===== src/rtl/cx_pkg.sv =====
package cx_pkg;
  localparam int INSTR_W = 32;
  localparam int CLASS_W = 4;
  localparam int HALF_W  = 16;
  localparam int BODY_W  = INSTR_W - CLASS_W;
  localparam int PTR_MIN = 2;
  localparam int PTR_MAX = 9;

  typedef enum logic [3:0] {
    LEN_NONE = 4'hB,
    LEN_10   = 4'hC,
    LEN_15   = 4'hD,
    LEN_FULL = 4'hE
  } len_code_e;

  typedef enum logic [1:0] {
    CFG_BASE0 = 2'd0,
    CFG_BASE1 = 2'd1,
    CFG_MODE  = 2'd2
  } cfg_reg_e;
endpackage


===== src/rtl/cx_cfg.sv =====
module cx_cfg #(
  parameter int AW = 7
) (
  input  logic          clk,
  input  logic          rst_n,
  input  logic          we,
  input  logic [1:0]    addr,
  input  logic [15:0]   wdata,
  output logic [AW-1:0] base0,
  output logic [AW-1:0] base1,
  output logic [3:0]    ptr_w,
  output logic [3:0]    len_code,
  output logic          bank_sel
);
  import cx_pkg::*;

  always_ff @(posedge clk or negedge rst_n) begin
    if (!rst_n) begin
      base0    <= '0;
      base1    <= '0;
      ptr_w    <= 4'(PTR_MIN);
      len_code <= LEN_FULL;
      bank_sel <= 1'b0;
    end else if (we) begin
      case (addr)
        CFG_BASE0: base0 <= wdata[AW-1:0];
        CFG_BASE1: base1 <= wdata[AW-1:0];
        CFG_MODE: begin
          ptr_w    <= wdata[3:0];
          len_code <= wdata[7:4];
          bank_sel <= wdata[8];
        end
        default: ;
      endcase
    end
  end
endmodule


===== src/rtl/cx_field_parse.sv =====
module cx_field_parse
  import cx_pkg::*;
(
  input  logic [INSTR_W-1:0] word,
  input  logic [3:0]         ptr_w,
  input  logic [3:0]         len_code,
  output logic [PTR_MAX-1:0] ptr,
  output logic [HALF_W-1:0]  upper,
  output logic               code_ok
);
  logic [BODY_W-1:0] body, after_ptr, ptr_sh;
  logic [3:0]        w_eff;

  always_comb begin
    if (ptr_w < 4'(PTR_MIN))      w_eff = 4'(PTR_MIN);
    else if (ptr_w > 4'(PTR_MAX)) w_eff = 4'(PTR_MAX);
    else                          w_eff = ptr_w;
  end

  assign body      = word[BODY_W-1:0];
  assign ptr_sh    = body >> (BODY_W - int'(w_eff));
  assign ptr       = ptr_sh[PTR_MAX-1:0];
  assign after_ptr = body << w_eff;

  always_comb begin
    code_ok = 1'b1;
    case (len_code)
      LEN_FULL: upper = after_ptr[BODY_W-1 -: HALF_W];
      LEN_15:   upper = {after_ptr[BODY_W-1], after_ptr[BODY_W-1 -: 15]};
      LEN_10:   upper = {{(HALF_W-10){after_ptr[BODY_W-1]}}, after_ptr[BODY_W-1 -: 10]};
      LEN_NONE: upper = '0;
      default: begin
        upper   = '0;
        code_ok = 1'b0;
      end
    endcase
  end
endmodule


===== src/rtl/cx_vocab.sv =====
module cx_vocab #(
  parameter int AW = 7,
  parameter int DW = 16,
  parameter int NBANK = 2
) (
  input  logic                     clk,
  input  logic                     we,
  input  logic [$clog2(NBANK)-1:0] wbank,
  input  logic [AW-1:0]            waddr,
  input  logic [DW-1:0]            wdata,
  input  logic                     re,
  input  logic [$clog2(NBANK)-1:0] rbank,
  input  logic [AW-1:0]            raddr,
  output logic [DW-1:0]            rdata
);
  localparam int DEPTH = 1 << AW;
  logic [DW-1:0] bank_rd [NBANK];

  for (genvar b = 0; b < NBANK; b++) begin : g_bank
    logic [DW-1:0] mem [DEPTH];
    always_ff @(posedge clk) begin
      if (we && (int'(wbank) == b)) mem[waddr] <= wdata;
    end
    assign bank_rd[b] = mem[raddr];
  end

  always_ff @(posedge clk) begin
    if (re) rdata <= bank_rd[rbank];
  end
endmodule


===== src/rtl/cinstr_expand.sv =====
module cinstr_expand
  import cx_pkg::*;
#(
  parameter int VOC_AW = 7
) (
  input  logic              clk,
  input  logic              rst_n,
  input  logic              cfg_we,
  input  logic [1:0]        cfg_addr,
  input  logic [15:0]       cfg_wdata,
  input  logic              voc_we,
  input  logic              voc_bank,
  input  logic [VOC_AW-1:0] voc_addr,
  input  logic [15:0]       voc_wdata,
  input  logic              in_valid,
  output logic              in_ready,
  input  logic [31:0]       in_data,
  output logic              out_valid,
  input  logic              out_ready,
  output logic [31:0]       out_data,
  output logic              err_pulse
);
  logic [VOC_AW-1:0]  base0, base1, rd_addr;
  logic [3:0]         ptr_w, len_code;
  logic               bank_sel, code_ok, accept;
  logic [PTR_MAX-1:0] ptr;
  logic [HALF_W-1:0]  upper_d, upper_q, lower_q;

  cx_cfg #(.AW(VOC_AW)) u_cfg (
    .clk(clk), .rst_n(rst_n), .we(cfg_we), .addr(cfg_addr), .wdata(cfg_wdata),
    .base0(base0), .base1(base1), .ptr_w(ptr_w), .len_code(len_code),
    .bank_sel(bank_sel)
  );

  cx_field_parse u_parse (
    .word(in_data), .ptr_w(ptr_w), .len_code(len_code),
    .ptr(ptr), .upper(upper_d), .code_ok(code_ok)
  );

  assign in_ready = !out_valid || out_ready;
  assign accept   = in_valid && in_ready;
  assign rd_addr  = (bank_sel ? base1 : base0) + VOC_AW'(ptr);

  cx_vocab #(.AW(VOC_AW), .DW(HALF_W), .NBANK(2)) u_vocab (
    .clk(clk), .we(voc_we), .wbank(voc_bank), .waddr(voc_addr), .wdata(voc_wdata),
    .re(accept && code_ok), .rbank(bank_sel), .raddr(rd_addr), .rdata(lower_q)
  );

  always_ff @(posedge clk or negedge rst_n) begin
    if (!rst_n) begin
      out_valid <= 1'b0;
      err_pulse <= 1'b0;
      upper_q   <= '0;
    end else begin
      err_pulse <= accept && !code_ok;
      if (accept) begin
        out_valid <= code_ok;
        upper_q   <= upper_d;
      end else if (out_ready) begin
        out_valid <= 1'b0;
      end
    end
  end

  assign out_data = {upper_q, lower_q};
endmodule


===== config.mk =====
export PLATFORM = sky130hd
export DESIGN_NAME = cinstr_expand
export DESIGN_NICKNAME = d
export VERILOG_FILES = /design/src/rtl/cx_pkg.sv /design/src/rtl/cx_cfg.sv /design/src/rtl/cx_field_parse.sv /design/src/rtl/cx_vocab.sv /design/src/rtl/cinstr_expand.sv
export SDC_FILE = /design/constraint.sdc
export NUM_CORES = 2
export LEC_CHECK = 0
export BUFFER_PORTS_ARGS = -buffer_cell sky130_fd_sc_hd__buf_2
export CAP_MARGIN = 20
export CORE_AREA = 2 2 522 524
export CTS_CLUSTER_DIAMETER = 40
export DETAILED_ROUTE_END_ITERATION = 10
export DIE_AREA = 0 0 524 526
export GPL_TIMING_DRIVEN = 0
export PLACE_DENSITY_LB_ADDON = 0.3
export SLEW_MARGIN = 20
export SYNTH_ARGS = -nofsm -noshare
export SYNTH_HDL_FRONTEND = slang
export SYNTH_SLANG_ARGS = --single-unit

===== constraint.sdc =====
create_clock -name clk -period 7.82 [get_ports clk]
set_clock_uncertainty 0.2 [all_clocks]
set_input_delay 0.782 -clock clk [delete_from_list [all_inputs] [get_ports clk]]
set_output_delay 0.782 -clock clk [all_outputs]
set_load 0.005 [all_outputs]

Yosys cells after proc, flatten, opt, wreduce, memory -nomap -nowiden
Memory sizes are Yosys's and may differ from the RTL's.
Index checks and enable logic that the tools add are counted.
Widths: inputs -> output; s select.
{"block": "word_totals", "n_memories": 2, "regBits": 57, "inputBits": 80, "wordCells": 54, "ramBits": 4096, "out_inout_bits": 35}
{"block": "classes", "n_eq_ne": 6, "order_cmp": 3, "shifts": 2, "n_reduce_logical": 14, "addsub": 2, "mux": 14, "bitwise_logic": 2}
{"memory": "u_vocab.g_bank[0].mem", "depth": 128, "width": 16, "read_ports": 1, "rd_ports_with_merged_regs": 0, "write_ports": 1, "line": "cx_vocab.sv:20", "source": "logic [DW-1:0] mem [DEPTH];"}
{"memory": "u_vocab.g_bank[1].mem", "depth": 128, "width": 16, "read_ports": 1, "rd_ports_with_merged_regs": 0, "write_ports": 1, "line": "cx_vocab.sv:20"}
{"operator": "$mux 16", "n": 3}
{"operator": "$pmux 16 s3", "n": 1}
{"operator": "$shr 28x32->7", "n": 1}
{"operator": "$shl 28x4->28", "n": 1}
{"operator": "$eq 4x4->1 const B", "n": 4}
{"operator": "$mux 4", "n": 2}
{"operator": "$add 7x7->7", "n": 1}
{"operator": "$mux 1", "n": 7}
{"operator": "$mux 7", "n": 1}
{"operator": "$reduce_and 2->1", "n": 3}
{"operator": "$sub 5x4->6 const A", "n": 1}
{"operator": "$logic_and 1x1->1", "n": 5}
{"operator": "$gt 4x4->1 const B", "n": 1}
{"operator": "$lt 4x2->1 const B", "n": 1}
{"operator": "$reduce_or 4->1", "n": 1}
{"operator": "$eq 2x1->1 const B", "n": 1}
{"operator": "$eq 2x2->1 const B", "n": 1}
{"operator": "$ge 2x2->1 const B", "n": 1}
{"operator": "$logic_not 1->1", "n": 2}
{"operator": "$logic_not 2->1", "n": 1}
{"operator": "$not 1->2", "n": 1}
{"operator": "$reduce_bool 2->1", "n": 1}
{"operator": "$logic_or 1x1->1", "n": 1}
{"operator": "$not 1->1", "n": 1}

Longest topological paths before layout
An unclocked memory read counts as a cell.
{"block": "logic_depth", "word_depth": 10, "mapped_depth": 25, "mapped_depth_nobuf": 18}

Hierarchy
A second synthesis with hierarchy kept.
{"block": "hier_totals", "cells_unflattened": 7785, "area_unflattened_um2": 163606.9}
{"module": "cx_vocab", "n_inst": 1, "cells_per_inst": 7366, "area_each_um2": 159720.7}
{"module": "cx_field_parse", "n_inst": 1, "cells_per_inst": 289, "area_each_um2": 1948.1}
{"module": "cinstr_expand", "n_inst": 1, "cells_per_inst": 81, "area_each_um2": 1057.3}
{"module": "cx_cfg", "n_inst": 1, "cells_per_inst": 49, "area_each_um2": 880.8}

Worst setup path before layout
No wires, ideal clock.
{"block": "synth_path", "path_kind": "register -> register", "from": "reg u_cfg.ptr_w[1]", "to": "reg u_vocab.rdata[11] (data pin)", "setup_slack_ns": 2.221, "setup_ns": 0.257, "arrival_ns": 5.142, "period_less_slack_ns": 5.599, "path_stages_with_launch": 18, "path_buffers": 7, "cell_sequence": "dfstp_2 -> buf_2 -> o21a_1 -> buf_2 -> buf_2 -> mux4_2 -> nor2_1 -> a21oi_1 -> ha_1 -> fa_1 -> buf_2 -> buf_2 -> buf_1 -> clkbuf_1 -> mux4_2 -> mux4_2 -> a211o_1 -> o2111a_1"}
{"block": "synth_via", "elab_chain_len": 10}
{"item": "start: declaration", "line": "cx_cfg.sv:11", "source": "output logic [3:0] ptr_w,"}
{"item": "start signal: assignment", "line": "cx_cfg.sv:21", "source": "ptr_w <= 4'(PTR_MIN);"}
{"item": "start signal: assignment", "line": "cx_cfg.sv:29", "source": "ptr_w <= wdata[3:0];"}
{"item": "$gt 4x4->1", "line": "cx_field_parse.sv:16", "source": "else if (ptr_w > 4'(PTR_MAX)) w_eff = 4'(PTR_MAX);"}
{"item": "$mux 4", "line": "cx_field_parse.sv:16"}
{"item": "$mux 4 *", "line": "cx_field_parse.sv:15", "source": "if (ptr_w < 4'(PTR_MIN)) w_eff = 4'(PTR_MIN);"}
{"item": "$sub 5x4->6 *", "line": "cx_field_parse.sv:21", "source": "assign ptr_sh = body >> (BODY_W - int'(w_eff));"}
{"item": "$shr 28x32->7 *", "line": "cx_field_parse.sv:21"}
{"item": "$add 7x7->7 *", "line": "cinstr_expand.sv:42", "source": "assign rd_addr = (bank_sel ? base1 : base0) + VOC_AW'(ptr);"}
{"item": "$mem_v2 128x16"}
{"item": "$mux 16 (implied by the code) * (3 in series)", "line": "cx_vocab.sv:28", "source": "if (re) rdata <= bank_rd[rbank];"}
{"item": "end signal: assignment", "line": "cx_vocab.sv:28"}
{"item": "end: declaration", "line": "cx_vocab.sv:14", "source": "output logic [DW-1:0] rdata"}
Mark *: on every way between the ends. The rest lies on a longest branch, timed or not. The select of a mux whose other input is x is not followed.
A chain may end at the register's enable or synchronous reset.

Worst setup path after layout
{"block": "layout_path", "from": "reg u_cfg.ptr_w[1]", "to": "reg u_vocab.rdata[1] (data pin)"}
Same word-level chain as after synthesis.

==> results.md <==
- Met1 Use GR: 0.484
- Setup violations, final: 1
- Post-route cell area: 188000 um^2
- Largest family of logic cells by synthesized area: multiplexers
- Synth Area in XOR/XNOR: 0.000373
- Fraction of registers with async set/reset: 0.00987
- Static Leak: 0.0596 uW
- Crit-path max FO: 10
- Detailed Route Iter0 Violations: 17600
- Clock Latency Late Sink: 1040 ps
- Dpl hpwl: 332 mm
- First-pass GRT wire length: 708 mm
- Cells after synthesis: 7103
- Hold Vio Cnt, Final: 0
- Starting Density: 0.597
- Reg clk slew, reported paths: 60 ps
- Overall Global Routing Usage: 0.383
- CP Class: reg -> reg
- CTS Buffer Depth: 4
- Worst slew margin: 0.135
- Area of the mapped netlist: 161000 um^2
- Clk Tree Root Cell: clkbuf_16
- Max-cap violations: 0
- Post-route DRC: 0
- PortBufs: 103
- Yosys cell types: 65
- Area of the core: 270000 um^2
- Largest net degree at the start of global routing: 145
- Simple-Gate Fraction of Synth Area: 0.0251
- CP Launch Type: flop
- Power, Total: 90700 uW
- Worst setup EP type: flop
- Setup TNS: -157 ps
- Run status: finished, violations left
- Most frequent cells in the layout: edfxtp_1, mux4_2, clkbuf_16
- Synthesized flop and latch total: 4153
- Post-DP Area: 171000 um^2
- Die area: 276000 um^2
- Worst Tran Pin Value: 1290 ps
- Routability cong.: 1.03
- Initial antenna violation count: 36
- Die height: 526 um
- Via count: 87800
- Register area share after synthesis: 0.773
- GRT overflow: 0
- Synthesized-area fraction occupied by adder cells: 0.000668
- Clk sinks: 4153
- Post-synthesis net count: 7191
- Pwr/cell area: 483 nW/um^2
- Busiest grt layer: met2
- M2 GR Usage: 0.563
- Hold Path Class: in -> reg
- Max Fclk: 125 MHz
- Postcts setup bufs: 0
- CP arrival: 8450 ps
- Final worst slack: -157 ps
- Primary FF master, synth: edfxtp_1
- Compound-Gate Fraction of Synth Area: 0.0101
- Min Clock Period, post-route: 7980 ps
- Max Slew Vio Count: 0
- Total wire length: 524 mm
- Mux cell area share after synthesis: 0.179
- Yosys warning count: 0
- Nets: 7981
- Initial DRT Pass Iterations: 9
- Vias per std cell: 7.38
- Die width: 524 um
- VDD IR max: 0.480 mV
- FP Rows: 191
- Share of layout cells above drive strength 1: 0.362
- H-tree Lvls: 5
- Most common cell after layout, fill and taps aside: edfxtp_1
- Vias in the first global route: 86100
- CTS tree: built
- Failing checks: setup timing
- Post-synth EDFFs: 4112
- Post-Syn Area per Cell: 22.7 um^2
- Tcrit/Tclk final: 1.02
- Drt wl/cell: 44.1 um
- ANT nets after route: 0
- Met3 Usage GRT: 0.141
- Layout area overhead: 16.6%
- Critical Path RT: 8290 ps
- Io pins: 115
- Fill cells: 15200
- TritonCTS buffer count: 466
- Final core occ: 0.697
timing repair:
action	4_1_cts	5_1_grt
resized for setup	87	90
endpoints found under the hold margin	183	0
setup endpoints to repair	16	16
hold buffers	15	0
cell type report:
class                      count  area [um^2]  area share
antenna                       26         65.1    0.000346
timing repair buffer         330         4110      0.0219
inverter                       6         22.5    0.000120
multi-input combinational   2542        36200       0.192
tap                         3570         4470      0.0238
clock buffer                 513        11900      0.0633
buffer                       394         2210      0.0118
clock inverter               358         4490      0.0239
sequential                  4153       125000       0.663
where the power goes:
| group | leakage [uW] | switching (uW) | internal (uW) | total (uW) |
|---|---|---|---|---|
| Clock | 0.00784 | 9640 | 13500 | 23200 |
| Combinational | 0.0143 | 27800 | 15000 | 42800 |
| Sequential | 0.0375 | 49.7 | 24700 | 24700 |
| Total | 0.0596 | 37500 | 53200 | 90700 |
metrics by stage:
step,worst slack [ps],std cells,hold WS [ps]
2_1_floorplan,2220,7103,274
3_3_place_gp,-2510,10800,277
3_5_place_dp,-921,11000,281
4_1_cts,0.589,11900,2.83
5_1_grt,-5.09,11900,27.9
6_report,-157,11900,19.4
synthesized netlist by cell type (3+ instances only):
cell type	count	area, um^2
a211o_1	4	35.0
a211oi_1	18	135
a21o_1	3	22.5
a21oi_1	58	290
a221o_1	4	40.0
a221oi_1	5	43.8
a22o_1	3	26.3
a22oi_1	17	128
a311oi_1	25	219
a31oi_1	4	25.0
and2_1	14	87.6
and3_1	23	144
buf_1	34	128
buf_2	147	736
buf_4	49	368
buf_6	4	45.0
clkbuf_1	168	631
dfrtp_1	37	926
dfstp_2	4	105
edfxtp_1	4112	123000
ha_1	7	87.6
inv_1	5	18.8
mux2_2	33	372
mux2i_1	61	611
mux4_2	1239	27900
nand2_1	409	1540
nand2b_1	4	25.0
nand3_1	97	485
nand4_1	31	194
nor2_1	341	1280
nor2b_1	12	75.1
nor3_1	4	20.0
nor3b_1	3	22.5
nor4_1	10	62.6
o2111a_1	3	33.8
o2111ai_1	4	35.0
o211ai_1	17	128
o21ai_0	24	120
o22a_1	5	43.8
o22ai_1	17	106
or4_1	8	60.1
xnor2_1	3	26.3
worst paths after layout:
kind	slack [ps]	cells past startpoint	endpoint	startpoint
hold reg to reg	290	2	upper_q[13]	upper_q[13]
min in group asynchronous	240	2	u_cfg.base0[2]	rst_n
setup reg to reg	-160	17	u_vocab.rdata[1]	u_cfg.ptr_w[1]
max in group asynchronous	6520	2	upper_q[10]	rst_n
hold / removal	20	1	u_vocab.g_bank[1].mem[73][1]	voc_wdata[1]
setup / recovery	-160	17	u_vocab.rdata[1]	u_cfg.ptr_w[1]
registers in the layout (all words and copies together), names as in the netlist:
| name | cells |
|---|---|
| u_cfg.base1 | 7 |
| u_vocab.g_bank.mem | 4096 |
| u_cfg.ptr_w | 4 |
| u_cfg.base0 | 7 |
| u_vocab.rdata | 16 |
| u_cfg.len_code | 4 |
| upper_q | 16 |
| err_pulse | 1 |
| u_cfg.bank_sel | 1 |
| out_valid | 1 |
kinds of logic (layout without fill, tap and decap cells):
| kind of cell | count (synthesis) | after routing |
|---|---|---|
| AOI/OAI and AO/OA | 232 | 232 |
| xor gates and xnor gates | 6 | 6 |
| adders and majority gates | 8 | 8 |
| buffers and inverters | 408 | 1601 |
| DFF | 4153 | 4153 |
| muxes | 1333 | 1333 |
| other | 0 | 26 |
| and+or+nand+nor | 963 | 963 |
critical path, stage by stage (launching register included):
cell	delay [ps]
dfstp_2	530
buf_2	220
o21a_1	250
buf_2	340
buf_2	320
mux4_2	580
nor2_1	130
a21oi_1	70
ha_1	300
fa_1	590
xor2_2	570
clkbuf_4	520
buf_2	570
nand2_1	230
a311oi_1	780
or4_1	350
a21oi_2	230
nor4_2	830
per-layer routing:
layer,vias to the layer above,part of all wire
met5,-,0.00040
met4,16,0.079
met3,1705,0.15
met2,8804,0.45
met1,45400,0.31
li1,31800,-
Note: power is estimated with default switching activity, not from simulation.
